==> src/rtl/sbox_dual_pkg.sv <==
package sbox_dual_pkg;

  localparam int BYTE_W   = 8;
  localparam int FIELD_SZ = 1 << BYTE_W;

  typedef enum logic {
    SUB_FWD = 1'b0,
    SUB_INV = 1'b1
  } sub_dir_e;

  // Multiply two field elements; red holds the low byte of the reduction polynomial.
  function automatic logic [BYTE_W-1:0] gf_mul(input logic [BYTE_W-1:0] a,
                                               input logic [BYTE_W-1:0] b,
                                               input logic [BYTE_W-1:0] red);
    logic [BYTE_W-1:0] acc;
    logic [BYTE_W-1:0] sh;
    acc = '0;
    sh  = a;
    for (int i = 0; i < BYTE_W; i++) begin
      if (b[i]) acc = acc ^ sh;
      sh = {sh[BYTE_W-2:0], 1'b0} ^ (sh[BYTE_W-1] ? red : '0);
    end
    return acc;
  endfunction

  // Field inverse as a^(2^8-2); zero maps to zero by this exponentiation.
  function automatic logic [BYTE_W-1:0] gf_inv(input logic [BYTE_W-1:0] a,
                                               input logic [BYTE_W-1:0] red);
    logic [BYTE_W-1:0] res;
    logic [BYTE_W-1:0] pw;
    int unsigned       ex;
    res = 8'h01;
    pw  = a;
    ex  = FIELD_SZ - 2;
    for (int i = 0; i < BYTE_W; i++) begin
      if (ex[i]) res = gf_mul(res, pw, red);
      pw = gf_mul(pw, pw, red);
    end
    return res;
  endfunction

endpackage

==> src/rtl/sbox_affine.sv <==
module sbox_affine
  import sbox_dual_pkg::*;
#(
  parameter bit                INVERSE = 1'b0,
  parameter logic [BYTE_W-1:0] CONST_V = 8'h63
) (
  input  logic [BYTE_W-1:0] x,
  output logic [BYTE_W-1:0] y
);

  genvar i;
  generate
    for (i = 0; i < BYTE_W; i++) begin : g_bit
      if (INVERSE) begin : g_back
        assign y[i] = x[(i + 2) % BYTE_W] ^ x[(i + 5) % BYTE_W] ^
                      x[(i + 7) % BYTE_W] ^ CONST_V[i];
      end else begin : g_fwd
        assign y[i] = x[i] ^ x[(i + 4) % BYTE_W] ^ x[(i + 5) % BYTE_W] ^
                      x[(i + 6) % BYTE_W] ^ x[(i + 7) % BYTE_W] ^ CONST_V[i];
      end
    end
  endgenerate

endmodule

==> src/rtl/sbox_inv_bank.sv <==
module sbox_inv_bank
  import sbox_dual_pkg::*;
#(
  parameter int                BANKS   = 8,
  parameter logic [BYTE_W-1:0] RED_POLY = 8'h1B
) (
  input  logic [BYTE_W-1:0] addr,
  output logic [BYTE_W-1:0] data
);

  localparam int DEPTH = FIELD_SZ / BANKS;
  localparam int IDX_W = $clog2(DEPTH);
  localparam int SEL_W = $clog2(BANKS);
  localparam int ROM_W = DEPTH * BYTE_W;

  function automatic logic [ROM_W-1:0] fill_bank(input int bank);
    logic [ROM_W-1:0] img;
    img = '0;
    for (int e = 0; e < DEPTH; e++) begin
      img[e*BYTE_W +: BYTE_W] = gf_inv(BYTE_W'(bank * DEPTH + e), RED_POLY);
    end
    return img;
  endfunction

  logic [IDX_W-1:0]  idx;
  logic [SEL_W-1:0]  sel;
  logic [BYTE_W-1:0] bank_q [BANKS];

  assign idx = addr[IDX_W-1:0];
  assign sel = addr[BYTE_W-1 -: SEL_W];

  genvar g;
  generate
    for (g = 0; g < BANKS; g++) begin : g_bank
      localparam logic [ROM_W-1:0] IMG = fill_bank(g);
      assign bank_q[g] = IMG[idx*BYTE_W +: BYTE_W];
    end
  endgenerate

  assign data = bank_q[sel];

endmodule

==> src/rtl/sbox_dual.sv <==
module sbox_dual
  import sbox_dual_pkg::*;
#(
  parameter bit                OUT_REG  = 1'b1,
  parameter int                BANKS    = 8,
  parameter logic [BYTE_W-1:0] RED_POLY = 8'h1B,
  parameter logic [BYTE_W-1:0] FWD_C    = 8'h63,
  parameter logic [BYTE_W-1:0] INV_C    = 8'h05
) (
  input  logic              clk,
  input  logic              rst,
  input  logic              mode,
  input  logic [BYTE_W-1:0] din,
  output logic [BYTE_W-1:0] dout
);

  sub_dir_e          dir;
  logic [BYTE_W-1:0] pre_aff;
  logic [BYTE_W-1:0] tbl_in;
  logic [BYTE_W-1:0] tbl_out;
  logic [BYTE_W-1:0] post_aff;
  logic [BYTE_W-1:0] result;

  assign dir = sub_dir_e'(mode);

  sbox_affine #(.INVERSE(1'b1), .CONST_V(INV_C)) u_pre (
    .x(din),
    .y(pre_aff)
  );

  assign tbl_in = (dir == SUB_INV) ? pre_aff : din;

  sbox_inv_bank #(.BANKS(BANKS), .RED_POLY(RED_POLY)) u_inv (
    .addr(tbl_in),
    .data(tbl_out)
  );

  sbox_affine #(.INVERSE(1'b0), .CONST_V(FWD_C)) u_post (
    .x(tbl_out),
    .y(post_aff)
  );

  assign result = (dir == SUB_INV) ? tbl_out : post_aff;

  generate
    if (OUT_REG) begin : g_reg
      logic [BYTE_W-1:0] dout_q;
      always_ff @(posedge clk) begin
        if (rst) dout_q <= '0;
        else     dout_q <= result;
      end
      assign dout = dout_q;
    end else begin : g_comb
      assign dout = result;
    end
  endgenerate

endmodule

==> config.mk <==
export PLATFORM = sky130hd
export DESIGN_NAME = sbox_dual
export DESIGN_NICKNAME = d
export VERILOG_FILES = /design/src/rtl/sbox_dual_pkg.sv /design/src/rtl/sbox_affine.sv /design/src/rtl/sbox_inv_bank.sv /design/src/rtl/sbox_dual.sv
export SDC_FILE = /design/constraint.sdc
export NUM_CORES = 1
export LEC_CHECK = 0
export CAP_MARGIN = 20
export CORE_MARGIN = 3
export CORE_UTILIZATION = 56
export DETAILED_ROUTE_END_ITERATION = 8
export DONT_BUFFER_PORTS = 1
export PLACE_DENSITY = 0.72
export SLEW_MARGIN = 20
export SYNTH_ARGS = -nofsm -noshare
export SYNTH_HDL_FRONTEND = slang
export SYNTH_HIERARCHICAL = 1
export SYNTH_SLANG_ARGS = --single-unit
==> constraint.sdc <==
create_clock -name clk -period 4.3 [get_ports clk]
set_clock_uncertainty 0.1 [all_clocks]
set_input_delay 0.215 -clock clk [delete_from_list [all_inputs] [get_ports clk]]
set_output_delay 0.215 -clock clk [all_outputs]
set_load 0.02 [all_outputs]
==> flow_summary.toml <==
[die]
std_cell_rows = 30
io_pins = 19
dieWidth_um = 92.6
die_h_um = 92.6
start_util = 0.598
die_area_sq_mm = 0.00858
core_sq_mm = 0.00702

[route]
antenna_left = 0
vias = 5591
firstDrtPassIters = 9
wl_um = 19500
vias_per_cell = 8.06
drt_drc_violations_left = 0
drt-initial-drc-count = 1350
wl_per_cell_um = 28.1

[placed_design]
place_inst = 690
gp_congestion = 1.20
hpwl_um = 13500
numPortBuffers = 0
place_area_sq_mm = 0.00426

[sta]
setup_tns_ns = 0
hold_viol_final = 0
rsz0062_at_grt = "no"
fin_crit_ns = 4.12
fmax_mhz = 242
whs_ns = 0.0570
finalCritPeriodShare = 0.959
slew_headroom = 0.477
tightest_slew_ns = 0.779
setup_viol = 0
finalMaxSlewViolations = 0

[clock_network]
cts-resized-gates = 0
clock_sinks = 8
cts_buffer_depth = 2
cts_tree = "yes"
cts_root_buf = "clkbuf_8"
cts_buffers = 3
clk_pin_slew_worst_paths_ns = 0.04
cts.htree.levels = 1

[run]
max_cap_violations = 0

[worst_setup_path]
endpoint = "dout[0]"
worstSetupStartpointType = "primary input"
required_ns = 4.31
cp-end-kind = "flop"
cp-startpoint = "din[0]"
crit_chain = "xor3_1, mux2_2, inv_2, ha_1, buf_4, nor3_2, o21ai_0, o311a_1, a21oi_1, o211a_1, xor2_2, xor3_4, mux2i_1, nor2_1"
critPathMaxFanout = 14
crit_type = "in -> reg"
critical_path_arrival_ns = 4.13
slowest_stage = "nor3_2"
cp_slowest_stage_delay_ns = 0.53

[finish]
diodes = 0
seqCellArea_sq_um = 160
multiInputGateArea_sq_mm = 0.00359
fillers = 677
largest_reg_flops = 8
final_cells = 694
drive_gt1_frac = 0.125
fin_nets = 619
final_area_sq_mm = 0.00431
area_delta_synth_final_pct = 2.59

[synthesis]
synth_commonest_cells = "a21oi_1 (58), nand2_1 (57), nor2_1 (51)"
yosys_warnings = 6
ys_ff_latch = 8
synth-edff-count = 0
syn_area_sq_mm = 0.00420
yosysSeqAreaShare = 0.0381
yosysMostFrequentCell = "a21oi_1"
ys_top_cells_by_area = "a21oi_1 (6.9%), o21ai_0 (6.0%), nand2_1 (5.1%)"
synth_flop_cell = "dfxtp_1"
postSynthCellCount = 627
synth_top_area_frac = 0.0691
avgSynthCellArea_sq_um = 6.70
yosys.area.top_type = "a21oi_1"
async_flop_share = 0
synth_nets = 646
ys_types = 85

[power]
p_int_uw = 825
clkPwrFrac = 0.047
p_sw_uw = 1080
combPwrFrac = 0.871
power.leakage_uw = 0.00165
power_density_mw_per_mm2 = 442
total_power_uw = 1910
switching_share = 0.567
p_seq_frac = 0.082
vdd_drop_max_mv = 0.203

[grt]
grt_pass1_vias = 5123
grt_usage = 0.449
grt_max_degree = 71
grt_pass1_wl_um = 29900
antenna_found_initial = 1
gr-total-overflow = 0

[hold_path]
min-delay-path-class = "in -> reg"

[status]
outcome = "completed"
==> power by group through the flow <==
stage	sequential [uW]	clock, uW	combinational, uW
2_1_floorplan	154	0	1180
3_3_place_gp	157	0	1540
3_5_place_dp	159	0	1540
4_1_cts	157	92.7	1560
5_1_grt	160	95.6	1740
6_report	156	90.3	1660
==> how the worst min path moves through the flow <==
stage | from | to | slack, ns | cells past startpoint
2_1_floorplan | rst | dout[5] | 0.40 | 2
3_3_place_gp | rst | dout[4] | 0.19 | 1
3_5_place_dp | rst | dout[7] | 0.19 | 1
4_1_cts | mode | dout[3] | 0.05 | 2
5_1_grt | mode | dout[1] | 0.09 | 2
6_report | mode | dout[3] | 0.06 | 2
==> kinds of logic after synthesis <==
logic type      after synthesis  synth area share
compound gates              234             0.367
xor+xnor                     28             0.106
fa+ha+maj                     8            0.0238
buf+inv                      83             0.107
flops                         8            0.0381
mux                          23            0.0685
simple gates                243             0.290
==> critical path, delay by kind of cell <==
kind	cells	cell delay, ns
multiplexers	2	0.53
adder cells (fa/ha/maj)	1	0.26
AND/OR/NAND/NOR	2	0.59
XOR/XNOR	3	1.01
buffers and inverters	2	0.35
AO/OA/AOI/OAI	4	1.18
==> through the flow <==
step            util  worst slack, ns
3_5_place_dp   0.607            0.201
4_1_cts        0.614            0.429
2_1_floorplan      -            0.441
3_3_place_gp   0.607            0.205
6_report       0.614            0.175
5_1_grt        0.614           0.0273
==> per-layer routing <==
layer  up-vias  part of all wire  track usage
met3       180              0.18        0.165
met1      2473              0.34        0.568
met2       635              0.39        0.644
met4         0             0.085        0.271
li1       2303                 -            -
met5         -                 0            0
==> cell usage in the layout (no fill, tap or decap), types with 7 or more instances in the layout <==
master,synthesis,final
a311oi_1,14,14
a21oi_1,58,58
o311ai_0,7,7
nand3_1,39,39
ha_1,8,8
o211ai_1,15,15
nand2b_1,24,24
mux2_2,8,7
a211oi_1,8,8
buf_4,6,35
nor2_1,51,51
mux2i_1,10,10
nor2b_1,10,10
a31oi_1,22,22
nor3_1,19,19
o22ai_1,9,9
nand2_1,57,57
o21ai_0,50,50
dfxtp_1,8,8
xnor2_1,9,9
==> layout make-up <==
cell class / count / share of cell area
Multi-Input combinational cell: 536 / 0.834
Timing Repair Buffer: 40 / 0.0819
Sequential cell: 8 / 0.0372
Tap cell: 96 / 0.0279
Clock buffer: 3 / 0.00958
Inverter: 11 / 0.00958
==> timing repair <==
action / 4_1_cts / 5_1_grt
setup buffers: 0 / 0
endpoints found under the hold margin: 8 / 0
hold buffers: 1 / 0
No activity file was read; power rests on OpenSTA's default activity.
